## src/rtl/pretrig_pkg.sv

```systemverilog
package pretrig_pkg;

  typedef enum logic [1:0] {
    ST_IDLE,
    ST_PRE,
    ST_ARMED,
    ST_POST
  } seqState_e;

  // strobes from the control to the datapath
  typedef struct packed {
    logic loadPre;
    logic loadPost;
    logic decr;
    logic fire;
  } dpStrobe_t;

endpackage

```

## src/rtl/trig_front.sv

```systemverilog
module trig_front #(
  parameter int NUM_LINES = 8,
  localparam int SEL_W = $clog2(NUM_LINES)
) (
  input  logic                 clk,
  input  logic                 rstN,
  input  logic [NUM_LINES-1:0] lines,
  input  logic [SEL_W-1:0]     startSel,
  input  logic [SEL_W-1:0]     refSel,
  input  logic                 refFalling,
  output logic                 startEdge,
  output logic                 refEdge
);

  logic [NUM_LINES-1:0] syncA;
  logic [NUM_LINES-1:0] syncB;
  logic [NUM_LINES-1:0] histC;

  // one synchronizer plus history flop per line, so that a change of
  // selection never manufactures an edge out of two different lines
  for (genvar g = 0; g < NUM_LINES; g++) begin : g_line
    always_ff @(posedge clk or negedge rstN) begin
      if (!rstN) begin
        syncA[g] <= 1'b0;
        syncB[g] <= 1'b0;
        histC[g] <= 1'b0;
      end else begin
        syncA[g] <= lines[g];
        syncB[g] <= syncA[g];
        histC[g] <= syncB[g];
      end
    end
  end

  logic refNow, refOld;
  assign refNow = syncB[refSel];
  assign refOld = histC[refSel];

  assign refEdge   = refFalling ? (refOld & ~refNow) : (refNow & ~refOld);
  assign startEdge = syncB[startSel] & ~histC[startSel];

endmodule

```

## src/rtl/seq_datapath.sv

```systemverilog
module seq_datapath
  import pretrig_pkg::*;
#(
  parameter int CNT_W     = 8,
  parameter int PULSE_CYC = 4
) (
  input  logic             clk,
  input  logic             rstN,
  input  dpStrobe_t        strb,
  input  logic [CNT_W-1:0] preCount,
  input  logic [CNT_W-1:0] postCount,
  input  logic             refOutEn,
  output logic             cntZero,
  output logic             cntLast,
  output logic             pulseOut,
  output logic             pulseOe
);

  localparam int PCW = $clog2(PULSE_CYC + 1);

  logic [CNT_W-1:0] scanCnt;
  logic [PCW-1:0]   pulseCnt;

  always_ff @(posedge clk or negedge rstN) begin
    if (!rstN) begin
      scanCnt <= '0;
    end else if (strb.loadPre) begin
      scanCnt <= preCount;
    end else if (strb.loadPost) begin
      scanCnt <= postCount;
    end else if (strb.decr) begin
      scanCnt <= scanCnt - 1'b1;
    end
  end

  assign cntZero = (scanCnt == '0);
  assign cntLast = (scanCnt == CNT_W'(1));

  always_ff @(posedge clk or negedge rstN) begin
    if (!rstN) begin
      pulseCnt <= '0;
    end else if (strb.fire) begin
      pulseCnt <= PCW'(PULSE_CYC);
    end else if (pulseCnt != '0) begin
      pulseCnt <= pulseCnt - 1'b1;
    end
  end

  assign pulseOut = (pulseCnt != '0);

  always_ff @(posedge clk or negedge rstN) begin
    if (!rstN) pulseOe <= 1'b0;
    else       pulseOe <= refOutEn;
  end


  no_underflow_chk: assert property (@(posedge clk) disable iff (!rstN)
    strb.decr |-> !cntZero);


  pulse_origin_chk: assert property (@(posedge clk) disable iff (!rstN)
    $rose(pulseOut) |-> $past(strb.fire));


  oe_follow_chk: assert property (@(posedge clk) disable iff (!rstN)
    $rose(pulseOe) |-> $past(refOutEn));

endmodule

```

## src/rtl/seq_ctrl.sv

```systemverilog
module seq_ctrl
  import pretrig_pkg::*;
(
  input  logic      clk,
  input  logic      rstN,
  input  logic      startReq,
  input  logic      refEdge,
  input  logic      scanDone,
  input  logic      preZero,
  input  logic      cntZero,
  input  logic      cntLast,
  output dpStrobe_t strb,
  output logic      acqActive,
  output logic      scanEnable,
  output logic      doneFlag
);

  seqState_e state, nextState;
  logic scanReq, doneNext;

  always_comb begin
    nextState = state;
    strb      = '0;
    scanReq   = 1'b0;
    doneNext  = 1'b0;
    unique case (state)
      ST_IDLE: begin
        if (startReq) begin
          scanReq = 1'b1;
          if (preZero) begin
            strb.loadPost = 1'b1;
            nextState     = ST_ARMED;
          end else begin
            strb.loadPre = 1'b1;
            nextState    = ST_PRE;
          end
        end
      end
      ST_PRE: begin
        if (scanDone) begin
          scanReq = 1'b1;
          if (cntLast) begin
            strb.loadPost = 1'b1;
            nextState     = ST_ARMED;
          end else begin
            strb.decr = 1'b1;
          end
        end
      end
      ST_ARMED: begin
        if (refEdge) begin
          strb.fire = 1'b1;
          if (cntZero) begin
            doneNext  = 1'b1;
            nextState = ST_IDLE;
          end else begin
            scanReq   = scanDone;
            nextState = ST_POST;
          end
        end else begin
          scanReq = scanDone;
        end
      end
      ST_POST: begin
        if (scanDone) begin
          if (cntLast) begin
            doneNext  = 1'b1;
            nextState = ST_IDLE;
          end else begin
            strb.decr = 1'b1;
            scanReq   = 1'b1;
          end
        end
      end
      default: nextState = ST_IDLE;
    endcase
  end

  always_ff @(posedge clk or negedge rstN) begin
    if (!rstN) begin
      state      <= ST_IDLE;
      scanEnable <= 1'b0;
      doneFlag   <= 1'b0;
    end else begin
      state      <= nextState;
      scanEnable <= scanReq;
      doneFlag   <= doneNext;
    end
  end

  assign acqActive = (state != ST_IDLE);


  done_single_chk: assert property (@(posedge clk) disable iff (!rstN)
    doneFlag |=> !doneFlag);


  done_idle_chk: assert property (@(posedge clk) disable iff (!rstN)
    doneFlag |-> !acqActive);


  pre_gate_chk: assert property (@(posedge clk) disable iff (!rstN)
    (state == ST_PRE && refEdge) |=> state != ST_POST);


  scan_active_chk: assert property (@(posedge clk) disable iff (!rstN)
    scanEnable |-> acqActive);


  post_hold_chk: assert property (@(posedge clk) disable iff (!rstN)
    (state == ST_POST && !scanDone) |=> state == ST_POST);

endmodule

```

## src/rtl/pretrig_sequencer.sv

```systemverilog
module pretrig_sequencer
  import pretrig_pkg::*;
#(
  parameter int NUM_LINES = 8,
  parameter int CNT_W     = 8,
  parameter int PULSE_CYC = 4,
  localparam int SEL_W = $clog2(NUM_LINES)
) (
  input  logic                 clk,
  input  logic                 rstN,
  input  logic                 swStart,
  input  logic                 startLineEn,
  input  logic [SEL_W-1:0]     startSel,
  input  logic [NUM_LINES-1:0] fnLines,
  input  logic                 scanDone,
  input  logic [SEL_W-1:0]     refSel,
  input  logic                 refFalling,
  input  logic [CNT_W-1:0]     preCount,
  input  logic [CNT_W-1:0]     postCount,
  input  logic                 refOutEn,
  output logic                 acqActive,
  output logic                 scanEnable,
  output logic                 doneFlag,
  output logic                 refTrigData,
  output logic                 refTrigOe
);

  logic      startEdge, refEdge, cntZero, cntLast;
  dpStrobe_t strb;

  trig_front #(.NUM_LINES(NUM_LINES)) front_i (
    .clk(clk), .rstN(rstN), .lines(fnLines), .startSel(startSel),
    .refSel(refSel), .refFalling(refFalling),
    .startEdge(startEdge), .refEdge(refEdge)
  );

  seq_ctrl ctrl_i (
    .clk(clk), .rstN(rstN),
    .startReq(swStart | (startLineEn & startEdge)),
    .refEdge(refEdge), .scanDone(scanDone),
    .preZero(preCount == '0), .cntZero(cntZero), .cntLast(cntLast),
    .strb(strb), .acqActive(acqActive), .scanEnable(scanEnable),
    .doneFlag(doneFlag)
  );

  seq_datapath #(.CNT_W(CNT_W), .PULSE_CYC(PULSE_CYC)) dp_i (
    .clk(clk), .rstN(rstN), .strb(strb),
    .preCount(preCount), .postCount(postCount), .refOutEn(refOutEn),
    .cntZero(cntZero), .cntLast(cntLast),
    .pulseOut(refTrigData), .pulseOe(refTrigOe)
  );

endmodule

```

## config.mk

```make
export PLATFORM = sky130hd
export DESIGN_NAME = pretrig_sequencer
export DESIGN_NICKNAME = d
export VERILOG_FILES = /design/src/rtl/pretrig_pkg.sv /design/src/rtl/trig_front.sv /design/src/rtl/seq_datapath.sv /design/src/rtl/seq_ctrl.sv /design/src/rtl/pretrig_sequencer.sv
export SDC_FILE = /design/constraint.sdc
export NUM_CORES = 1
export LEC_CHECK = 0
export CORE_MARGIN = 3
export CORE_UTILIZATION = 45
export CTS_CLUSTER_SIZE = 16
export DETAILED_ROUTE_END_ITERATION = 8
export GPL_ROUTABILITY_DRIVEN = 0
export PLACE_DENSITY = 0.72
export SYNTH_ARGS = -nofsm -noshare
export SYNTH_HDL_FRONTEND = slang
export SYNTH_SLANG_ARGS = --single-unit
```

## constraint.sdc

```tcl
create_clock -name clk -period 2.2 [get_ports clk]
set_clock_uncertainty 0.15 [all_clocks]
set_input_delay 0.33 -clock clk [delete_from_list [all_inputs] [get_ports clk]]
set_output_delay 0.33 -clock clk [all_outputs]
set_load 0.03 [all_outputs]
```

# Yosys cells after proc, flatten, opt, wreduce, memory -nomap -nowiden
# Index checks and enable logic that the tools add are counted.
dict set report op_classes {
  n_mux 44
  bitwise 8
  add_sub_neg 2
  magnitude_cmp 2
  n_eq_ne 10
  reduce_logical 8
}
# operator count
set op_table {}
lappend op_table {{8-bit two-way mux} 3}
lappend op_table {{1-bit two-way mux} 20}
lappend op_table {{2-bit two-way mux} 10}
lappend op_table {{8-bit logical NOT} 2}
lappend op_table {{1-bit binary-select mux with 3-bit select} 4}
lappend op_table {{8-bit by 1-bit == test with 1-bit output, second input constant} 1}
lappend op_table {{3-bit by 4-bit < comparator with 1-bit output, second input constant} 2}
lappend op_table {{2-bit != test, second input constant} 4}
lappend op_table {{2-bit one-hot mux with 4 select lines} 1}
lappend op_table {{8-bit by 1-bit subtractor with 8-bit output, second input constant} 1}
lappend op_table {{3-bit two-way mux} 2}
lappend op_table {{1-bit one-hot mux with 2 select lines} 3}
lappend op_table {{6-bit AND reduction} 1}
lappend op_table {{3-bit nonzero test} 2}
lappend op_table {{1-bit bitwise AND} 4}
lappend op_table {{2-bit == test, second input constant} 2}
lappend op_table {{2-bit by 1-bit != test with 1-bit output, second input constant} 2}
lappend op_table {{1-bit one-hot mux with 4 select lines} 1}
lappend op_table {{2-bit nonzero test} 2}
lappend op_table {{1-bit inverter} 3}
lappend op_table {{3-bit by 1-bit subtractor with 3-bit output, second input constant} 1}
lappend op_table {{2-bit by 1-bit == test with 1-bit output, second input constant} 1}
lappend op_table {{2-bit logical NOT} 1}
lappend op_table {{1-bit bitwise OR} 1}
dict set report totals {
  out_inout_bits 5
  inputBits 37
  wordCells 104
  reg_bits 40
}

# Logic depth before layout (Yosys ltp)
# Gate-level depths: netlist of the first run.
dict set report logic_depth {
  word_depth 10
  depth_mapped 8
}

# Modules after synthesis
# A second synthesis of the first run with hierarchy kept.
dict set report hier_totals {
  cells_unflattened 170
  area_unflattened_um2 1933.1
}
# mod cells_per_inst n_inst seq_area_each_um2 area_each_um2
set modules_own_cells {}
lappend modules_own_cells {trig_front 48 1 600.6 845.8}
lappend modules_own_cells {seq_datapath 90 1 300.3 810.8}
lappend modules_own_cells {seq_ctrl 28 1 100.1 250.2}
lappend modules_own_cells {pretrig_sequencer 4 1 0.0 26.3}

# Worst setup path after synthesis of the first run
# OpenSTA, ideal clock, no wires.
dict set report synth_path {
  path_kind {reg-to-reg}
  startpoint {register front_i.histC[7]}
  endpoint {register dp_i.scanCnt[4]}
  arrival_time_ns 1.669
  stages_incl_launch_ff 7
  path_slack_ns 0.258
  path_buffers 0
  required_time_ns 1.927
  setup_ns 0.123
  period_less_slack_ns 1.942
  path_cell_list {dfrtp_1 nand2b_1 mux4_2 a2bb2oi_4 a21o_1 o22a_1 o221a_1}
}
dict set report synth_between {
  elab_chain_cells 10
}
# element line
set synth_lines {}
lappend synth_lines {{start, declared} trig_front.sv:17} ;# logic [NUM_LINES-1:0] histC;
lappend synth_lines {{start signal, assigned by index} trig_front.sv:30} ;# histC[g] <= syncB[g];
lappend synth_lines {{1-bit binary-select mux with 3-bit select (*)} trig_front.sv:40} ;# assign startEdge = syncB[startSel] & ~histC[startSel];
lappend synth_lines {{1-bit two-way mux (not written as such) (*)} trig_front.sv:40}
lappend synth_lines {{1-bit inverter (*)} trig_front.sv:40}
lappend synth_lines {{1-bit bitwise AND (*)} trig_front.sv:40}
lappend synth_lines {{1-bit bitwise AND (*)} pretrig_sequencer.sv:39} ;# .startReq(swStart | (startLineEn & startEdge)),
lappend synth_lines {{1-bit bitwise OR (*)} pretrig_sequencer.sv:39}
lappend synth_lines {{2-bit two-way mux (*)} seq_ctrl.sv:28} ;# if (startReq) begin
lappend synth_lines {{1-bit one-hot mux with 2 select lines} seq_ctrl.sv:26} ;# unique case (state)
lappend synth_lines {{8-bit two-way mux} seq_datapath.sv:29} ;# end else if (strb.loadPost) begin
lappend synth_lines {{8-bit two-way mux} seq_datapath.sv:27} ;# end else if (strb.loadPre) begin
lappend synth_lines {{end signal, assigned} seq_datapath.sv:28} ;# scanCnt <= preCount;
lappend synth_lines {{end signal, assigned} seq_datapath.sv:30} ;# scanCnt <= postCount;
lappend synth_lines {{end signal, assigned} seq_datapath.sv:32} ;# scanCnt <= scanCnt - 1'b1;
lappend synth_lines {{end, declared} seq_datapath.sv:21} ;# logic [CNT_W-1:0] scanCnt;
# Mark *: on every way between the ends. The rest lies on a longest branch, timed or not. The select of a mux whose other input is x is not followed.
# A chain may end at the register's enable or synchronous reset.

# Worst setup path after layout of the first run
dict set report layout_path {
  startpoint {register dp_i.scanCnt[6]}
  endpoint {register dp_i.scanCnt[4]}
}
dict set report layout_between {
  elab_chain_cells 6
}
# element line
set layout_lines {}
lappend layout_lines {{8-bit by 1-bit == test with 1-bit output (*)} seq_datapath.sv:37} ;# assign cntLast = (scanCnt == CNT_W'(1));
lappend layout_lines {{1-bit two-way mux} seq_ctrl.sv:42} ;# if (cntLast) begin
lappend layout_lines {{2-bit two-way mux} seq_ctrl.sv:40} ;# if (scanDone) begin
lappend layout_lines {{1-bit one-hot mux with 2 select lines} seq_ctrl.sv:26}
lappend layout_lines {{8-bit two-way mux} seq_datapath.sv:29}
lappend layout_lines {{8-bit two-way mux} seq_datapath.sv:27}
# Mark *: on every way between the ends. The rest lies on a longest branch, timed or not.

==> results of run 1 <==
-- kinds of logic (layout without fill, tap and decap cells) --
| kind of cell | Yosys count | after routing |
|---|---|---|
| buffers and inverters | 16 | 88 |
| flip-flops | 40 | 40 |
| AO/OA/AOI/OAI | 36 | 36 |
| AND/OR/NAND/NOR | 64 | 64 |
| XOR/XNOR | 6 | 6 |
| adder cells (fa/ha/maj) | 4 | 4 |
| multiplexers | 6 | 6 |
-- sequential cells by signal (all words and copies together), names as in the netlist --
name and count:
front_i.histC 8, dp_i.pulseCnt 3, ctrl_i.doneFlag 1, dp_i.pulseOe 1, dp_i.scanCnt 8, front_i.syncA 8
front_i.syncB 8, ctrl_i.scanEnable 1, ctrl_i.state 2
-- metal layers --
metal	share of wire (%)	vias to the layer above	routed length (µm)	GRT usage (%)
met1	42	812	1900	25.8
li1	-	769	-	-
met2	49	65	2260	27.7
met5	0	-	0	0
met3	7.8	7	358	3.88
met4	1.2	0	53	5.85
-- through the flow --
stage / TNS, ns / utilization (%)
2_1_floorplan: 0 / -
3_3_place_gp: -3.80 / 63.2
3_5_place_dp: -4.23 / 63.2
4_1_cts: 0 / 65.5
5_1_grt: -0.126 / 66.7
6_report: -0.00451 / 66.7
-- worst paths after layout --
path                                    endpoint  slack, ns  cells after the start
worst max-delay path             dp_i.scanCnt[4]     -0.005                      7
worst min-delay path             ctrl_i.doneFlag     -0.003                      1
worst max register to register   dp_i.scanCnt[4]     -0.005                      7
worst min register to register  front_i.syncB[6]       0.20                      0
max in group asynchronous        dp_i.scanCnt[5]       1.35                      1
min in group clk                front_i.syncB[6]       0.20                      0
-- worst max-delay path: cells and delay by family, from the launching register on --
kind	cells	cell delay, ns
DFF	1	0.42
AOI/OAI and AO/OA	2	0.36
buffers and inverters	1	0.14
and+or+nand+nor	4	0.99
-- what timing repair did --
item,4_1_cts,5_1_grt
cloned,0,0
pin swaps,0,6
gates resized for setup,2,4
endpoints found under the setup margin,6,7
setup buffers,0,5
-- area by class of cell --
class | instances | area share [%]
clock buffer | 6 | 3.01
tap | 50 | 2.28
sequential | 40 | 36.5
clock inverter | 2 | 0.547
timing repair buffer | 68 | 22.6
inverter | 12 | 1.64
multi-input combinational | 116 | 33.5
-- cell usage in the layout (no fill, tap or decap), types with 2 or more instances in the layout --
cell	instances
dfrtp_1	40
clkdlybuf4s50_1	37
buf_4	26
nand2_1	17
nor2_1	13
inv_1	12
a21oi_1	8
nor3_1	7
nand2b_1	6
xnor2_1	6
clkbuf_8	6
mux4_2	5
nand3_1	4
ha_1	4
nor3_2	3
o32ai_2	3
nor4_1	2
nor2b_1	2
a221oi_2	2
o221ai_1	2
o211ai_1	2
a21o_1	2
o21ai_0	2
or4_1	2
o221a_1	2
clkinvlp_4	2
dlygate4sd2_1	2
-- report_power, final --
group / internal [µW] / switching [µW] / leakage (µW)
combinational: 601 / 586 / 0.000638
clock: 254 / 262 / 0.0000434
sequential: 878 / 129 / 0.000471
==> results.json, run 1 <==
{
  "synth_top_family_by_area": "compound AO/OA/AOI/OAI gates",
  "placedCellCount": 281,
  "crit_chain": "nor4_2 -> nand2_1 -> nor3_2 -> a21oi_2 -> or2_4 -> buf_12 -> o221a_1",
  "drt-wirelength-per-cell_um": 15.6,
  "num-nets-final": 284,
  "ys_warn_count": 0,
  "initial_utilization_pct": 48.1,
  "fin_area_um2": 2750,
  "yosys.area_share.adder_pct": 2.53,
  "fillCellCount": 296,
  "startpoint": "dp_i.scanCnt[6]",
  "status": "complete, but fails checks",
  "syn_to_final_growth_pct": 38.6,
  "track_usage_pct": 18.1,
  "ant_nets": 0,
  "std_cell_rows": 23,
  "synth-edff-count": 0,
  "seqCellArea_um2": 1000,
  "yosys-top-cells-area": "dfrtp_1, mux4_2, nand2_1",
  "synth_top_area_share_pct": 50.5,
  "slew_violations": 0,
  "hp-class": "in2async",
  "async_reset_ff_share_pct": 100,
  "crit_fanout": 7,
  "period_minus_slack_ns": 2.20,
  "syn_area_um2": 1980,
  "wirelength_um": 4570,
  "end_kind": "flop",
  "crit_arrival_ns": 2.22,
  "placed_cell_area_um2": 2600,
  "synth_ff_type": "dfrtp_1",
  "vdd_ir_drop_max_uv": 496,
  "p_leak_uw": 0.00115,
  "relSlewSlack_pct": 41.4,
  "core-area_um2": 4120,
  "power_uw": 2710,
  "clkLatencyLatePin_ns": 0.29,
  "path_class": "reg2reg",
  "vias_per_cell": 5.62,
  "h-tree-depth": 2,
  "setup_ws_ns": -0.00451,
  "violations": "negative hold slack, negative setup slack",
  "r2r_start": "dp_i.scanCnt[6]",
  "synth_compound_area_share_pct": 17.5,
  "slowest_stage": "dfrtp_1",
  "cts.sinks": 40,
  "synthMuxAreaShare_pct": 6.19,
  "drive_gt1_share_pct": 23.8,
  "setup_violations": 1,
  "synth_cell_types": 46,
  "antenna_found_initial": 0,
  "tightest_slew_ns": 0.879,
  "die_h_um": 72.3,
  "finalNonFillerCells": 294,
  "syn_nets": 213,
  "synth.largest_area_cell": "dfrtp_1",
  "grt_overflow_total": 0,
  "multi_input_area_um2": 918,
  "hold_viol": 7,
  "required_ns": 2.22,
  "synthTopCellsByCount": "dfrtp_1, nand2_1, nor2_1, inv_1, a21oi_1",
  "numCtsBuffers": 5,
  "synth_area_per_cell_um2": 11.5,
  "drc": 0,
  "powerDensity_nw_per_um2": 987,
  "grt_start_max_net_pins": 41,
  "dr_total_vias": 1653,
  "setup.worst_path.start_class": "flop",
  "clk_pin_slew_ns": 0.09,
  "ioPinCount": 42,
  "clockRootBuffer": "clkbuf_8",
  "drt_iter0_drc": 212,
  "ys_ff_latch": 40,
  "grt_pass1_wl_um": 7400,
  "crit_path_max_incr_delay_ns": 0.42,
  "dieArea_um2": 5230,
  "synth-simple-area-share_pct": 17.1,
  "dr.pass1.iters": 4,
  "fin_hold_ws_ns": -0.00322,
  "synthMostInstantiatedCell": "dfrtp_1",
  "netlist_instances": 172,
  "synthXorXnorAreaFrac_pct": 2.65,
  "die_w_um": 72.3,
  "cts_tree": "yes",
  "pre_cts_slack_ns": -0.425,
  "grt_pass1_vias": 1606,
  "drv_cap": 0,
  "diodes": 0,
  "numPortBuffers": 41,
  "ys_seq_area_share_pct": 50.5,
  "fmax_ghz": 0.454,
  "fin_crit_sh_pct": 100,
  "ctsHoldBuffers": 0,
  "cts_buffer_depth": 2,
  "dp_hpwl_um": 3480
}
Note: power is estimated with default switching activity, not from simulation.
==> run 2: changes to the inputs <==
ABC_AREA = 0   (was not set)
==> results of run 2 <==
Final layout, timing and power as in run 1 (identical DEF).
